### config.mk
export PLATFORM = sky130hd
export DESIGN_NAME = tsgen_top
export DESIGN_NICKNAME = d
export VERILOG_FILES = /design/src/rtl/tsgen_pkg.sv /design/src/rtl/tsgen_regs.sv /design/src/rtl/tsgen_stamp.sv /design/src/rtl/tsgen_divider.sv /design/src/rtl/tsgen_pulse.sv /design/src/rtl/tsgen_top.sv
export SDC_FILE = /design/constraint.sdc
export NUM_CORES = 1
export LEC_CHECK = 0
export BUFFER_PORTS_ARGS = -buffer_cell sky130_fd_sc_hd__buf_2
export CORE_MARGIN = 1
export CORE_UTILIZATION = 23
export CTS_CLUSTER_SIZE = 16
export DETAILED_ROUTE_END_ITERATION = 6
export GPL_ROUTABILITY_DRIVEN = 0
export PLACE_DENSITY_LB_ADDON = 0.1
export SYNTH_ARGS = -nofsm -noshare
export SYNTH_HDL_FRONTEND = slang
export SYNTH_SLANG_ARGS = --single-unit
export TNS_END_PERCENT = 20
### constraint.sdc
create_clock -name clk -period 3.8 [get_ports clk]
set_clock_uncertainty 0.15 [all_clocks]
set_input_delay 0.57 -clock clk [delete_from_list [all_inputs] [get_ports clk]]
set_output_delay 0.57 -clock clk [all_outputs]
set_load 0.02 [all_outputs]
### src/rtl/tsgen_pkg.sv
package tsgen_pkg;
  localparam int TS_W      = 56;
  localparam int SHIFT_W   = 6;
  localparam int DIV_W     = 16;
  localparam int NUM_PULSE = 3;
  localparam int DATA_W    = 32;
  localparam int ADDR_W    = 2;
  localparam int GRAN_W    = 2;

  // field placement inside the write word
  localparam int TAG_SH_LSB = 0;
  localparam int NAT_SH_LSB = 8;
  localparam int DIV_VAL_LSB = 0;
  localparam int DIV_EN_BIT  = 31;

  // period lengths in common ticks
  localparam int PER_FINE   = 10;
  localparam int PER_MID    = 100;
  localparam int PER_COARSE = 1000;

  typedef enum logic [ADDR_W-1:0] {
    REG_SHIFT = 2'd0,
    REG_DIV   = 2'd1,
    REG_GRAN  = 2'd2,
    REG_NONE  = 2'd3
  } reg_addr_e;

  typedef enum logic [GRAN_W-1:0] {
    GRAN_100US = 2'd0,
    GRAN_1MS   = 2'd1,
    GRAN_10MS  = 2'd2,
    GRAN_RSVD  = 2'd3
  } gran_e;
endpackage

### src/rtl/tsgen_regs.sv
module tsgen_regs
  import tsgen_pkg::*;
#(
  parameter int SHIFT_P = SHIFT_W,
  parameter int DIVW_P  = DIV_W,
  parameter int NPUL_P  = NUM_PULSE,
  parameter int DW_P    = DATA_W,
  parameter int AW_P    = ADDR_W
) (
  input  logic                     clk,
  input  logic                     rst,
  input  logic                     wr_en,
  input  logic [AW_P-1:0]          wr_addr,
  input  logic [DW_P-1:0]          wr_data,
  output logic [SHIFT_P-1:0]       tag_sh,
  output logic [SHIFT_P-1:0]       nat_sh,
  output logic [DIVW_P-1:0]        div_val,
  output logic                     div_en,
  output logic [NPUL_P*GRAN_W-1:0] gran_word
);
  localparam int GWORD_W = NPUL_P * GRAN_W;

  logic shift_wr, div_wr, gran_wr;
  logic unused_wdata;

  assign shift_wr = wr_en && (wr_addr == AW_P'(REG_SHIFT));
  assign div_wr   = wr_en && (wr_addr == AW_P'(REG_DIV));
  assign gran_wr  = wr_en && (wr_addr == AW_P'(REG_GRAN));
  assign unused_wdata = ^wr_data;

  always_ff @(posedge clk) begin
    if (rst) begin
      tag_sh <= '0;
      nat_sh <= '0;
    end else if (shift_wr) begin
      tag_sh <= wr_data[TAG_SH_LSB +: SHIFT_P];
      nat_sh <= wr_data[NAT_SH_LSB +: SHIFT_P];
    end
  end

  always_ff @(posedge clk) begin
    if (rst) begin
      div_val <= '0;
      div_en  <= 1'b0;
    end else if (div_wr) begin
      div_val <= wr_data[DIV_VAL_LSB +: DIVW_P];
      div_en  <= wr_data[DIV_EN_BIT];
    end
  end

  always_ff @(posedge clk) begin
    if (rst) gran_word <= '0;
    else if (gran_wr) gran_word <= wr_data[GWORD_W-1:0];
  end
endmodule

### src/rtl/tsgen_stamp.sv
module tsgen_stamp
  import tsgen_pkg::*;
#(
  parameter int TSW_P   = TS_W,
  parameter int SHIFT_P = SHIFT_W
) (
  input  logic               clk,
  input  logic               rst,
  input  logic               xo_tick,
  input  logic [SHIFT_P-1:0] tag_sh,
  input  logic [SHIFT_P-1:0] nat_sh,
  output logic [TSW_P-1:0]   base_ts,
  output logic [TSW_P-1:0]   tag_ts,
  output logic [TSW_P-1:0]   nat_ts
);
  // coarse view: too-large shifts saturate to zero
  function automatic logic [TSW_P-1:0] coarse_view(input logic [TSW_P-1:0] ts,
                                                    input logic [SHIFT_P-1:0] sh);
    if (int'(sh) >= TSW_P) return '0;
    return ts >> sh;
  endfunction

  logic [TSW_P-1:0] ts_q;
  logic             ts_step;

  assign ts_step = xo_tick;

  always_ff @(posedge clk) begin
    if (rst)          ts_q <= '0;
    else if (ts_step) ts_q <= ts_q + TSW_P'(1);
  end

  assign base_ts = ts_q;
  assign tag_ts  = coarse_view(ts_q, tag_sh);
  assign nat_ts  = coarse_view(ts_q, nat_sh);
endmodule

### src/rtl/tsgen_divider.sv
module tsgen_divider
  import tsgen_pkg::*;
#(
  parameter int DIVW_P = DIV_W
) (
  input  logic              clk,
  input  logic              rst,
  input  logic              run,
  input  logic              xo_tick,
  input  logic [DIVW_P-1:0] div_val,
  output logic              tick,
  output logic              wrap
);
  logic [DIVW_P-1:0] cnt_q;

  assign wrap = run && xo_tick && (cnt_q == div_val);

  always_ff @(posedge clk) begin
    if (rst || !run) begin
      cnt_q <= '0;
      tick  <= 1'b0;
    end else begin
      tick <= wrap;
      if (xo_tick) cnt_q <= wrap ? '0 : cnt_q + DIVW_P'(1);
    end
  end
endmodule

### src/rtl/tsgen_pulse.sv
module tsgen_pulse
  import tsgen_pkg::*;
#(
  parameter int FINE_P   = PER_FINE,
  parameter int MID_P    = PER_MID,
  parameter int COARSE_P = PER_COARSE
) (
  input  logic              clk,
  input  logic              rst,
  input  logic              run,
  input  logic [GRAN_W-1:0] gran_sel,
  input  logic              tick,
  output logic              pulse,
  output logic              terminal
);
  localparam int CNT_W = $clog2(COARSE_P + 1);

  function automatic logic [CNT_W-1:0] period_len(input logic [GRAN_W-1:0] code);
    case (gran_e'(code))
      GRAN_100US: return CNT_W'(FINE_P);
      GRAN_1MS:   return CNT_W'(MID_P);
      default:    return CNT_W'(COARSE_P);
    endcase
  endfunction

  logic [GRAN_W-1:0] act_q;
  logic [CNT_W-1:0]  cnt_q;

  assign terminal = run && tick && (cnt_q == period_len(act_q) - CNT_W'(1));

  always_ff @(posedge clk) begin
    if (rst) begin
      act_q <= '0;
      cnt_q <= '0;
      pulse <= 1'b0;
    end else if (!run) begin
      act_q <= gran_sel;
      cnt_q <= '0;
      pulse <= 1'b0;
    end else begin
      pulse <= terminal;
      if (tick) cnt_q <= terminal ? '0 : cnt_q + CNT_W'(1);
    end
  end
endmodule

### src/rtl/tsgen_top.sv
module tsgen_top
  import tsgen_pkg::*;
#(
  parameter int TSW_P   = TS_W,
  parameter int SHIFT_P = SHIFT_W,
  parameter int DIVW_P  = DIV_W,
  parameter int NPUL_P  = NUM_PULSE,
  parameter int DW_P    = DATA_W,
  parameter int AW_P    = ADDR_W
) (
  input  logic              clk,
  input  logic              rst,
  input  logic              xo_tick,
  input  logic              wr_en,
  input  logic [AW_P-1:0]   wr_addr,
  input  logic [DW_P-1:0]   wr_data,
  output logic [TSW_P-1:0]  base_ts,
  output logic [TSW_P-1:0]  tag_ts,
  output logic [TSW_P-1:0]  nat_ts,
  output logic              timer_tick,
  output logic [NPUL_P-1:0] pulse
);
  logic [SHIFT_P-1:0]       tag_sh, nat_sh;
  logic [DIVW_P-1:0]        div_val;
  logic                     div_en;
  logic [NPUL_P*GRAN_W-1:0] gran_word;
  logic                     div_wrap;
  logic [NPUL_P-1:0]        pulse_term;

  tsgen_regs #(
    .SHIFT_P(SHIFT_P), .DIVW_P(DIVW_P), .NPUL_P(NPUL_P), .DW_P(DW_P), .AW_P(AW_P)
  ) u_regs (
    .clk(clk), .rst(rst), .wr_en(wr_en), .wr_addr(wr_addr), .wr_data(wr_data),
    .tag_sh(tag_sh), .nat_sh(nat_sh), .div_val(div_val), .div_en(div_en),
    .gran_word(gran_word)
  );

  tsgen_stamp #(.TSW_P(TSW_P), .SHIFT_P(SHIFT_P)) u_stamp (
    .clk(clk), .rst(rst), .xo_tick(xo_tick), .tag_sh(tag_sh), .nat_sh(nat_sh),
    .base_ts(base_ts), .tag_ts(tag_ts), .nat_ts(nat_ts)
  );

  tsgen_divider #(.DIVW_P(DIVW_P)) u_div (
    .clk(clk), .rst(rst), .run(div_en), .xo_tick(xo_tick), .div_val(div_val),
    .tick(timer_tick), .wrap(div_wrap)
  );

  for (genvar g = 0; g < NPUL_P; g++) begin : g_pulse
    tsgen_pulse u_pg (
      .clk(clk), .rst(rst), .run(div_en),
      .gran_sel(gran_word[g*GRAN_W +: GRAN_W]),
      .tick(timer_tick), .pulse(pulse[g]), .terminal(pulse_term[g])
    );
  end
endmodule

==> load_flow_metrics.sql, run 1 <==
INSERT INTO impl_metrics (metric_group, metric, value, unit) VALUES
('setup_path', 'cp_slowest_stage_delay', '0.58', 'ns'),
('floorplanning', 'rows', '92', ''),
('sta', 'slew_viol_final', '0', ''),
('placement', 'placed_cells', '2686', ''),
('clock_tree', 'clockRootBuffer', 'sky130_fd_sc_hd__clkbuf_16', ''),
('clock_tree', 'cts_sink_count', '147', ''),
('global_route', 'grt_start_max_net_pins', '71', ''),
('routing', 'wirelength', '66300', 'um'),
('logic_synthesis', 'yosys.area.top_type', 'sky130_fd_sc_hd__mux4_2', ''),
('pwr', 'p_leak', '6.54', 'nW'),
('logic_synthesis', 'average_instance_area_after_synthesis', '8.56', 'um2'),
('run', 'max-cap-violations', '0', ''),
('pwr', 'power.density', '221', 'nW/um2'),
('logic_synthesis', 'async_flop_share', '0', '%'),
('logic_synthesis', 'largest_family_of_logic_cells_by_synthesized_area', 'multiplexers', ''),
('placement', 'placement.setup.worst_slack', '0.300', 'ns'),
('setup_path', 'worst_setup_path_end_kind', 'output pin', ''),
('cells_and_area', 'syn2layout_area_growth', '19.4', '%'),
('clock_tree', 'cts_inserted_buffers', '17', ''),
('logic_synthesis', 'portion_of_the_post_synthesis_area_used_by_sequential_elements', '19.9', '%'),
('floorplanning', 'initial_utilization', '23.4', '%'),
('cells_and_area', 'final_net_count', '1909', ''),
('sta', 'setup_violation_total_in_the_final_timing_report', '0', ''),
('routing', 'dr.first_iter.drc_count', '1077', ''),
('global_route', 'antenna_violations_before_repair', '1', ''),
('cells_and_area', 'nFillCells', '6859', ''),
('routing', 'route.detailed.wl_per_inst', '24.4', 'um'),
('logic_synthesis', 'synth_top_area_share', '20.9', '%'),
('sta', 'finalWorstSetupSlack', '0.0960', 'ns'),
('routing', 'viasPerCell', '5.36', ''),
('cells_and_area', 'layout_commonest_cell', 'sky130_fd_sc_hd__nor2_1', ''),
('sta', 'hold_slack', '0.188', 'ns'),
('logic_synthesis', 'yosys-top-cells-area', 'sky130_fd_sc_hd__mux4_2 (21%), sky130_fd_sc_hd__dfxtp_1 (20%), sky130_fd_sc_hd__mux2i_1 (8.5%), sky130_fd_sc_hd__nor2_1 (5.3%), sky130_fd_sc_hd__nand2_1 (4.7%)', ''),
('clock_tree', 'cts.path.max_buffers', '2', ''),
('logic_synthesis', 'synthFlopType', 'sky130_fd_sc_hd__dfxtp_1', ''),
('floorplanning', 'fp.dieArea', '65300', 'um2'),
('setup_path', 'path_max_fanout', '18', ''),
('setup_path', 'critPathRequiredTime', '3.08', 'ns'),
('cells_and_area', 'fraction_of_final_layout_cells_sized_beyond_drive_strength_1', '31.2', '%'),
('cells_and_area', 'layout.cells.most_common_list', 'sky130_fd_sc_hd__nor2_1 (207), sky130_fd_sc_hd__buf_2 (193), sky130_fd_sc_hd__nand2_1 (186), sky130_fd_sc_hd__mux4_2 (137)', ''),
('sta', 'worst_slew_margin_rel', '47.8', '%'),
('logic_synthesis', 'distinct_cells_synth', '71', ''),
('floorplanning', 'boundaryPins', '210', ''),
('global_route', 'grt_util_all_layers', '19.9', '%'),
('cells_and_area', 'post_layout_nonfiller_instances', '2722', ''),
('cells_and_area', 'antennaDiodeCount', '0', ''),
('setup_path', 'critical_path.slowest_cell', 'sky130_fd_sc_hd__dfxtp_4', ''),
('routing', 'first_pass_iters', '6', ''),
('setup_path', 'criticalPathCategory', 'register to output pin', ''),
('logic_synthesis', 'synth_simple_gate_area_share', '20.3', '%'),
('floorplanning', 'die_h', '256', 'um'),
('logic_synthesis', 'synth.cell_area', '14800', 'um2'),
('logic_synthesis', 'synth_edf_count', '0', ''),
('logic_synthesis', 'synthesis.nets', '1773', ''),
('setup_path', 'worstPathCellList', 'buf_4 > mux4_2 > mux2i_1 > a21oi_1 > a211o_1 > buf_2', ''),
('pwr', 'total_power', '3.89', 'mW'),
('sta', 'period_utilisation_layout', '97.5', '%'),
('run_status', 'run_status', 'finished, final reports clean', ''),
('routing', 'routed-via-count', '14600', ''),
('logic_synthesis', 'yosysWarningCount', '0', ''),
('setup_path', 'critPathTopFamily', 'multiplexers', ''),
('sta', 'tightestPinTransition', '0.775', 'ns'),
('logic_synthesis', 'synth_fa_ha_area_share', '0.677', '%'),
('sta', 'fin_crit', '3.70', 'ns'),
('global_route', 'first_global_vias', '14100', ''),
('placement', 'detailedPlacementHpwl', '50900', 'um'),
('floorplanning', 'fp.dieW', '256', 'um'),
('setup_path', 'crit_path_start_kind', 'register', ''),
('logic_synthesis', 'postSynthRegisterBits', '147', ''),
('min_path', 'hold_path_class', 'primary input to register', ''),
('placement', 'port-buffer-count', '194', '');
[final cells by class]
| class | count | area, um2 | area share (%) |
|---|---|---|---|
| multi-input cells | 1364 | 11000 | 62.0 |
| flip-flops and latches | 147 | 2980 | 16.9 |
| repair buffers | 309 | 1970 | 11.2 |
| well taps | 846 | 1060 | 5.99 |
| clock buffers | 18 | 439 | 2.49 |
| clock inverters | 14 | 159 | 0.900 |
| inverters | 24 | 90.1 | 0.510 |
[tightest hold or removal path, delay by kind of cell]
family	cells	cell delay [ns]
AOI/OAI and AO/OA	1	0.05
buffers and inverters	1	0.10
and+or+nand+nor	1	0.05
[through the flow]
step                      utilization [%]  area, um2  TNS, ns
after floorplan                         -      14800        0
after global placement               26.7      16900        0
after detailed placement             26.7      16900        0
after CTS                            27.8      17600        0
after global routing                 27.9      17700  -0.0397
final                                27.9      17700        0
[flip-flops by register name (all words and copies together), names as in the netlist]
signal / cells
u_stamp.base_ts: 56
g_pulse.u_pg.cnt_q: 30
u_div.cnt_q: 16
u_regs.div_val: 16
g_pulse.u_pg.act_q: 6
u_regs.gran_word: 6
u_regs.nat_sh: 6
u_regs.tag_sh: 6
g_pulse.u_pg.pulse: 3
u_div.tick: 1
u_regs.div_en: 1
[power by group]
group | internal, mW | switching [mW]
clock | 0.952 | 0.803
combinational | 0.203 | 0.340
sequential | 1.55 | 0.0417
total | 2.71 | 1.18
[routing by layer]
metal | GRT usage (%) | routed length, um
met2 | 33.3 | 32200
met1 | 26.0 | 29200
met5 | 0 | 0
met3 | 2.71 | 2770
met4 | 7.32 | 2110
[cell families after synthesis]
kind of cell,Yosys count
compound gates,301
xor+xnor,92
fa+ha+maj,8
buf+inv,216
flops,147
mux,323
simple gates,640
[synth_stat cells (18+ instances only)]
| library cell | n |
|---|---|
| sky130_fd_sc_hd__nand3_1 | 49 |
| sky130_fd_sc_hd__xnor2_1 | 45 |
| sky130_fd_sc_hd__mux2i_1 | 126 |
| sky130_fd_sc_hd__xor2_1 | 47 |
| sky130_fd_sc_hd__dfxtp_1 | 147 |
| sky130_fd_sc_hd__o221ai_1 | 21 |
| sky130_fd_sc_hd__nand4_1 | 26 |
| sky130_fd_sc_hd__a21oi_1 | 65 |
| sky130_fd_sc_hd__mux4_2 | 137 |
| sky130_fd_sc_hd__mux2_2 | 60 |
| sky130_fd_sc_hd__buf_1 | 19 |
| sky130_fd_sc_hd__nand2_1 | 186 |
| sky130_fd_sc_hd__nor3_1 | 37 |
| sky130_fd_sc_hd__buf_2 | 26 |
| sky130_fd_sc_hd__o211ai_1 | 18 |
| sky130_fd_sc_hd__o21ai_0 | 69 |
| sky130_fd_sc_hd__inv_1 | 19 |
| sky130_fd_sc_hd__o22ai_1 | 30 |
| sky130_fd_sc_hd__clkbuf_1 | 129 |
| sky130_fd_sc_hd__nor2_1 | 207 |
| sky130_fd_sc_hd__or3_1 | 21 |
[path summary, 6_finish.rpt]
| kind | start | to | slack, ns | cells after the start |
|---|---|---|---|---|
| min reg2reg | u_regs.div_val[3] | u_regs.div_val[3] | 0.32 | 2 |
| min | wr_data[6] | u_regs.div_val[6] | 0.19 | 3 |
| max reg2reg | u_stamp.base_ts[23] | u_stamp.base_ts[41] | 0.65 | 5 |
| max | u_regs.tag_sh[1] | tag_ts[6] | 0.1 | 6 |
[repair_timing]
action	in CTS	in global routing
endpoints found under the setup margin	35	20
resized for setup	19	3
gates cloned	0	0
setup buffers	2	2
No activity file was read; power rests on OpenSTA's default activity.
==> inputs of run 2 (changes only) <==
CORE_UTILIZATION = 60   (was 23)
==> load_flow_metrics.sql, run 2 (synthesized netlist as in run 1, its figures left out) <==
INSERT INTO impl_metrics (metric_group, metric, value, unit) VALUES
('global_route', 'grt_util_all_layers', '42.4', '%'),
('setup_path', 'critPathRequiredTime', '3.08', 'ns'),
('pwr', 'clockPowerShare', '47.2', '%'),
('placement', 'port-buffer-count', '194', ''),
('pwr', 'p_leak', '6.42', 'nW'),
('cells_and_area', 'fraction_of_final_layout_cells_sized_beyond_drive_strength_1', '29.6', '%'),
('setup_path', 'crit_path_end', 'tag_ts[11]', ''),
('pwr', 'power_switching_share', '30.3', '%'),
('setup_path', 'reg2reg_to', 'u_stamp.base_ts[41]', ''),
('floorplanning', 'fp.dieW', '159', 'um'),
('routing', 'highest-signal-layer', 'met5', ''),
('clock_tree', 'cts.path.max_buffers', '2', ''),
('pwr', 'power.density', '239', 'nW/um2'),
('run_status', 'run_status', 'complete, but fails checks', ''),
('clock_tree', 'tritoncts_clock_tree', 'built', ''),
('run', 'max-cap-violations', '0', ''),
('global_route', 'first_global_vias', '14100', ''),
('routing', 'detailroute.wirelength.met2', '22800', 'um'),
('clock_tree', 'cts_sink_count', '147', ''),
('cells_and_area', 'syn2layout_area_growth', '13.5', '%'),
('global_route', 'global_route_congestion_overflow_total', '0', ''),
('sta', 'max_clock_freq', '262', 'MHz'),
('setup_path', 'path_max_fanout', '17', ''),
('cells_and_area', 'post_layout_nonfiller_instances', '2176', ''),
('run_status', 'failed_checks', 'negative setup slack', ''),
('cells_and_area', 'layout.cells.most_common_list', 'sky130_fd_sc_hd__nor2_1 (207), sky130_fd_sc_hd__buf_2 (193), sky130_fd_sc_hd__nand2_1 (186), sky130_fd_sc_hd__mux4_2 (137), sky130_fd_sc_hd__dfxtp_1 (136)', ''),
('routing', 'route.detailed.wl_per_inst', '25.0', 'um'),
('pwr', 'p_int', '2.80', 'mW'),
('setup_path', 'r2r_setup_slack', '0.46', 'ns'),
('sta', 'tightestPinTransition', '1.04', 'ns'),
('clock_tree', 'worstSkewPairLatency', '0.45', 'ns'),
('setup_path', 'cpMostUsedCell', 'sky130_fd_sc_hd__mux2_2', ''),
('routing', 'post-route-drc-count', '0', ''),
('setup_path', 'r2r.worst_path.cells', '5', ''),
('sta', 'period_utilisation_layout', '100', '%'),
('sta', 'fin_crit', '3.82', 'ns'),
('setup_path', 'criticalPathCategory', 'register to output pin', ''),
('floorplanning', 'initial_utilization', '61.0', '%'),
('placement', 'placement.setup.worst_slack', '0.455', 'ns'),
('placement', 'dpl_cell_area', '16100', 'um2'),
('clock_tree', 'ctsHoldBuffers', '0', ''),
('cells_and_area', 'flip_flop_count_of_the_largest_register_all_copies_and_words_added', '56', ''),
('clock_tree', 'h_tree_level_count', '4', ''),
('pwr', 'net-switching-power', '1.21', 'mW'),
('placement', 'detailedPlacementHpwl', '38000', 'um'),
('cells_and_area', 'antennaDiodeCount', '0', ''),
('routing', 'viasPerCell', '7.17', ''),
('setup_path', 'worst_setup_path_end_kind', 'output pin', ''),
('routing', 'wl_met1', '19700', 'um'),
('pwr', 'seqPwrFrac', '39.9', '%'),
('routing', 'dr.first_iter.drc_count', '2634', ''),
('floorplanning', 'rows', '57', ''),
('cells_and_area', 'post_route_cell_area', '16800', 'um2'),
('floorplanning', 'core', '24200', 'um2'),
('setup_path', 'regToRegStartpoint', 'u_stamp.base_ts[24]', ''),
('routing', 'ant_nets', '0', ''),
('routing', 'routed-via-count', '15600', ''),
('placement', 'placed_cells', '2142', ''),
('sta', 'finalSetupTns', '-0.0180', 'ns'),
('global_route', 'grt_start_max_net_pins', '54', ''),
('floorplanning', 'die_h', '159', 'um'),
('sta', 'slew_viol_final', '0', ''),
('routing', 'wirelength', '54400', 'um'),
('clock_tree', 'cts.clk_slew.worst_paths', '0.07', 'ns'),
('pwr', 'total_power', '4.01', 'mW'),
('floorplanning', 'boundaryPins', '210', ''),
('setup_path', 'crit_arrival', '3.10', 'ns'),
('sta', 'setup_violation_total_in_the_final_timing_report', '1', ''),
('sta', 'worst_slew_margin_rel', '30.5', '%'),
('global_route', 'grt_pass1_wl', '83100', 'um'),
('setup_path', 'worstPathCellList', 'mux2i_1 > mux2_2 > mux2_2 > mux2_2 > o211ai_1 > buf_2', ''),
('clock_tree', 'cts_inserted_buffers', '17', ''),
('min_path', 'hold_path_class', 'primary input to register', ''),
('setup_path', 'cp_slowest_stage_delay', '0.94', 'ns'),
('setup_path', 'crit_path_start_kind', 'register', ''),
('sta', 'timing.final.hold_violations', '0', ''),
('pwr', 'worst_ir_drop_vdd', '0.280', 'mV'),
('sta', 'rsz_0062_raised_after_global_routing', 'yes', ''),
('routing', 'first_pass_iters', '7', ''),
('setup_path', 'critical_path.slowest_cell', 'sky130_fd_sc_hd__dfxtp_1', ''),
('cells_and_area', 'layout_commonest_cell', 'sky130_fd_sc_hd__nor2_1', ''),
('clock_tree', 'clockRootBuffer', 'sky130_fd_sc_hd__clkbuf_16', ''),
('routing', 'met3_length', '8260', 'um'),
('sta', 'finalWorstSetupSlack', '-0.0180', 'ns'),
('global_route', 'antenna_violations_before_repair', '0', ''),
('cells_and_area', 'final_net_count', '1885', ''),
('pwr', 'share_comb_of_total_power', '12.9', '%'),
('setup_path', 'worstSetupStartpoint', 'u_stamp.base_ts[49]', ''),
('floorplanning', 'fp.dieArea', '25300', 'um2');
[run 2: changes by cell type in the layout (fill, tap and decap cells not counted), sizes merged]
cell | before | now
buf | 309 | 285
bufinv | 1 | 2
clkbuf | 18 | 19
clkinvlp | 1 | 0
inv | 31 | 30
[run 2: power by group through the flow]
| stage | logic [mW] | clock network [mW] | registers, mW |
|---|---|---|---|
| 6_report | 0.519 | 1.89 | 1.60 |
| 5_1_grt | 0.547 | 1.98 | 1.60 |
| 4_1_cts | 0.498 | 1.90 | 1.60 |
| 2_1_floorplan | 0.372 | 0 | 1.60 |
| 3_3_place_gp | 0.487 | 0 | 1.64 |
| 3_5_place_dp | 0.491 | 0 | 1.64 |
[run 2: final cells by class]
class                   count  area (um2)
multi-input cells        1364       10900
fillers                  1978        7460
flip-flops and latches    147        2970
repair buffers            285        1740
clock buffers              19         454
well taps                 324         405
clock inverters            13         176
inverters                  24        90.1
[run 2: repair_timing]
| item | 4_1_cts | 5_1_grt |
|---|---|---|
| endpoints found under the setup margin | 2 | 33 |
| gates resized for setup | 1 | 8 |
| buffers inserted | 1 | 1 |
[run 2: stage by stage]
stage,util (%),hold WS [ns]
after detailed placement,66.3,0.312
after global routing,69.2,0.221
after global placement,66.3,0.305
after CTS,69.0,0.209
final,69.2,0.212
after floorplan,-,0.298
[run 2: critical path, delay by kind of cell (launching register included)]
kind,cells,cell delay (ns)
mux,4,1.14
flops,1,0.94
compound gates,1,0.33
buf+inv,1,0.24
[run 2: metal layers]
layer	GRT usage (%)	vias to the layer above
met5	1.70	-
met4	23.3	2
met3	15.4	304
met2	60.8	1298
met1	55.5	7354
li1	-	6652
[run 2: worst min-delay path by stage]
stage | endpoint | depth (start not counted) | startpoint
after floorplan | u_regs.div_val[15] | 2 | u_regs.div_val[15]
after global placement | u_regs.div_val[10] | 2 | u_regs.div_val[10]
after detailed placement | u_regs.div_val[11] | 2 | u_regs.div_val[11]
after CTS | u_regs.div_val[14] | 3 | wr_data[14]
after global routing | u_regs.div_val[14] | 3 | wr_data[14]
final | u_regs.div_val[14] | 3 | wr_data[14]
==> inputs of run 3 (changes only) <==
CTS_BUF_LIST = sky130_fd_sc_hd__clkbuf_16   (was not set)
==> load_flow_metrics.sql, run 3 (synthesized netlist as in run 1, its figures left out) <==
INSERT INTO impl_metrics (metric_group, metric, value, unit) VALUES
('global_route', 'grt_pass1_wl', '83100', 'um'),
('setup_path', 'crit_path_end', 'tag_ts[11]', ''),
('setup_path', 'path_max_fanout', '17', ''),
('pwr', 'p_int', '2.79', 'mW'),
('routing', 'wirelength', '54300', 'um'),
('clock_tree', 'cts.clk_slew.worst_paths', '0.07', 'ns'),
('floorplanning', 'fp.dieW', '159', 'um'),
('setup_path', 'worstPathCellList', 'mux2i_1 > mux2_2 > mux2_2 > mux2_2 > o211ai_1 > buf_2', ''),
('routing', 'dr.first_iter.drc_count', '2584', ''),
('cells_and_area', 'register_area', '2970', 'um2'),
('clock_tree', 'h_tree_level_count', '4', ''),
('routing', 'route.detailed.wl_per_inst', '25.0', 'um'),
('routing', 'ant_nets', '0', ''),
('routing', 'routed-via-count', '15600', ''),
('run_status', 'failed_checks', 'design-rule violations, negative setup slack', ''),
('sta', 'fin_crit', '3.82', 'ns'),
('pwr', 'total_power', '4.01', 'mW'),
('floorplanning', 'die_h', '159', 'um'),
('setup_path', 'reg2reg_to', 'u_stamp.base_ts[41]', ''),
('floorplanning', 'boundaryPins', '210', ''),
('routing', 'first_pass_iters', '7', ''),
('setup_path', 'cpMostUsedCell', 'sky130_fd_sc_hd__mux2_2', ''),
('setup_path', 'criticalPathCategory', 'register to output pin', ''),
('clock_tree', 'cts_inserted_buffers', '17', ''),
('placement', 'detailedPlacementHpwl', '38000', 'um'),
('routing', 'viasPerCell', '7.16', ''),
('cells_and_area', 'layout_commonest_cell', 'sky130_fd_sc_hd__nor2_1', ''),
('cells_and_area', 'final_core_utilization', '69.2', '%'),
('sta', 'setup_violation_total_in_the_final_timing_report', '1', ''),
('placement', 'placed_cells', '2142', ''),
('cells_and_area', 'post_layout_nonfiller_instances', '2176', ''),
('min_path', 'hold_path_class', 'primary input to register', ''),
('global_route', 'grt_start_max_net_pins', '54', ''),
('placement', 'port-buffer-count', '194', ''),
('setup_path', 'r2r_setup_slack', '0.46', 'ns'),
('sta', 'tightestPinTransition', '1.01', 'ns'),
('floorplanning', 'core', '24200', 'um2'),
('sta', 'max_clock_freq', '262', 'MHz'),
('setup_path', 'regToRegStartpoint', 'u_stamp.base_ts[24]', ''),
('setup_path', 'critical_path.slowest_cell', 'sky130_fd_sc_hd__dfxtp_1', ''),
('cells_and_area', 'nFillCells', '1978', ''),
('cells_and_area', 'multiInputGateArea', '10900', 'um2'),
('sta', 'finalSetupTns', '-0.0153', 'ns'),
('pwr', 'seqPwrFrac', '39.9', '%'),
('floorplanning', 'fp.dieArea', '25300', 'um2'),
('cells_and_area', 'final_net_count', '1885', ''),
('clock_tree', 'cts.path.max_buffers', '2', ''),
('floorplanning', 'rows', '57', ''),
('floorplanning', 'initial_utilization', '61.0', '%'),
('clock_tree', 'ctsHoldBuffers', '0', ''),
('cells_and_area', 'syn2layout_area_growth', '13.5', '%'),
('setup_path', 'worst_setup_path_end_kind', 'output pin', ''),
('sta', 'rsz_0062_raised_after_global_routing', 'yes', ''),
('global_route', 'grt_util_all_layers', '42.4', '%'),
('clock_tree', 'worstSkewPairLatency', '0.45', 'ns'),
('setup_path', 'r2r.worst_path.cells', '5', ''),
('clock_tree', 'tritoncts_clock_tree', 'built', ''),
('setup_path', 'crit_arrival', '3.10', 'ns'),
('routing', 'met3_length', '8380', 'um'),
('pwr', 'net-switching-power', '1.22', 'mW'),
('setup_path', 'crit_path_start_kind', 'register', ''),
('cells_and_area', 'flip_flop_count_of_the_largest_register_all_copies_and_words_added', '56', ''),
('pwr', 'worst_ir_drop_vdd', '0.280', 'mV'),
('sta', 'finalWorstSetupSlack', '-0.0153', 'ns'),
('global_route', 'global_route_congestion_overflow_total', '0', ''),
('placement', 'placement.setup.worst_slack', '0.455', 'ns'),
('routing', 'detailroute.wirelength.met2', '22700', 'um'),
('sta', 'slew_viol_final', '0', ''),
('global_route', 'first_global_vias', '14100', ''),
('run', 'max-cap-violations', '0', ''),
('cells_and_area', 'antennaDiodeCount', '0', ''),
('run_status', 'run_status', 'complete, but fails checks', ''),
('pwr', 'p_leak', '6.42', 'nW'),
('sta', 'worst_slew_margin_rel', '32.5', '%'),
('setup_path', 'cp_slowest_stage_delay', '0.92', 'ns'),
('routing', 'highest-signal-layer', 'met5', ''),
('pwr', 'power.density', '239', 'nW/um2'),
('pwr', 'clockPowerShare', '47.1', '%'),
('cells_and_area', 'fraction_of_final_layout_cells_sized_beyond_drive_strength_1', '29.6', '%'),
('pwr', 'share_comb_of_total_power', '13.0', '%'),
('global_route', 'antenna_violations_before_repair', '0', ''),
('setup_path', 'critPathRequiredTime', '3.08', 'ns'),
('routing', 'wl_met1', '19600', 'um'),
('pwr', 'power_switching_share', '30.3', '%'),
('routing', 'post-route-drc-count', '3', ''),
('setup_path', 'worstSetupStartpoint', 'u_stamp.base_ts[49]', ''),
('sta', 'period_utilisation_layout', '100', '%'),
('clock_tree', 'clockRootBuffer', 'sky130_fd_sc_hd__clkbuf_16', ''),
('clock_tree', 'cts_sink_count', '147', ''),
('cells_and_area', 'layout.cells.most_common_list', 'sky130_fd_sc_hd__nor2_1 (207), sky130_fd_sc_hd__buf_2 (193), sky130_fd_sc_hd__nand2_1 (186), sky130_fd_sc_hd__mux4_2 (137), sky130_fd_sc_hd__dfxtp_1 (136)', ''),
('sta', 'timing.final.hold_violations', '0', '');
==> run 3: layout make-up <==
type | count | area share (%)
repair buffers | 285 | 10.4
flip-flops and latches | 147 | 17.7
multi-input cells | 1364 | 65.2
clock buffers | 18 | 2.68
inverters | 24 | 0.537
clock inverters | 14 | 1.07
well taps | 324 | 2.42
==> run 3: critical path, delay by kind of cell (launching register included) <==
kind / cells / cell delay, ns
flip-flops: 1 / 0.92
AO/OA/AOI/OAI: 1 / 0.35
buffers and inverters: 1 / 0.24
multiplexers: 4 / 1.14
==> run 3: metrics by stage <==
step           cell area (um2)  hold WS (ns)
6_report                 16800         0.211
5_1_grt                  16800         0.221
4_1_cts                  16700         0.209
3_5_place_dp             16100         0.312
3_3_place_gp             16100         0.305
2_1_floorplan            14800         0.298
==> run 3: worst min-delay path by stage <==
stage | startpoint | endpoint | depth (start not counted)
after CTS | wr_data[14] | u_regs.div_val[14] | 3
after global placement | u_regs.div_val[10] | u_regs.div_val[10] | 2
final | wr_data[14] | u_regs.div_val[14] | 3
after detailed placement | u_regs.div_val[11] | u_regs.div_val[11] | 2
after floorplan | u_regs.div_val[15] | u_regs.div_val[15] | 2
after global routing | wr_data[14] | u_regs.div_val[14] | 3
==> run 3: layer usage <==
| layer | GRT usage [%] | up-vias |
|---|---|---|
| met3 | 15.4 | 308 |
| li1 | - | 6647 |
| met4 | 23.3 | 4 |
| met5 | 1.70 | - |
| met2 | 60.8 | 1333 |
| met1 | 55.5 | 7290 |
==> run 3: power by group through the flow <==
stage / clock [mW] / sequential, mW / combinational, mW
after floorplan: 0 / 1.60 / 0.372
after global placement: 0 / 1.64 / 0.487
after detailed placement: 0 / 1.64 / 0.491
after CTS: 1.90 / 1.60 / 0.498
after global routing: 1.97 / 1.60 / 0.547
final: 1.89 / 1.60 / 0.519
==> run 3: repair_timing <==
item | in CTS | in global routing
setup buffers | 1 | 1
endpoints found under the setup margin | 2 | 33
resized for setup | 1 | 8
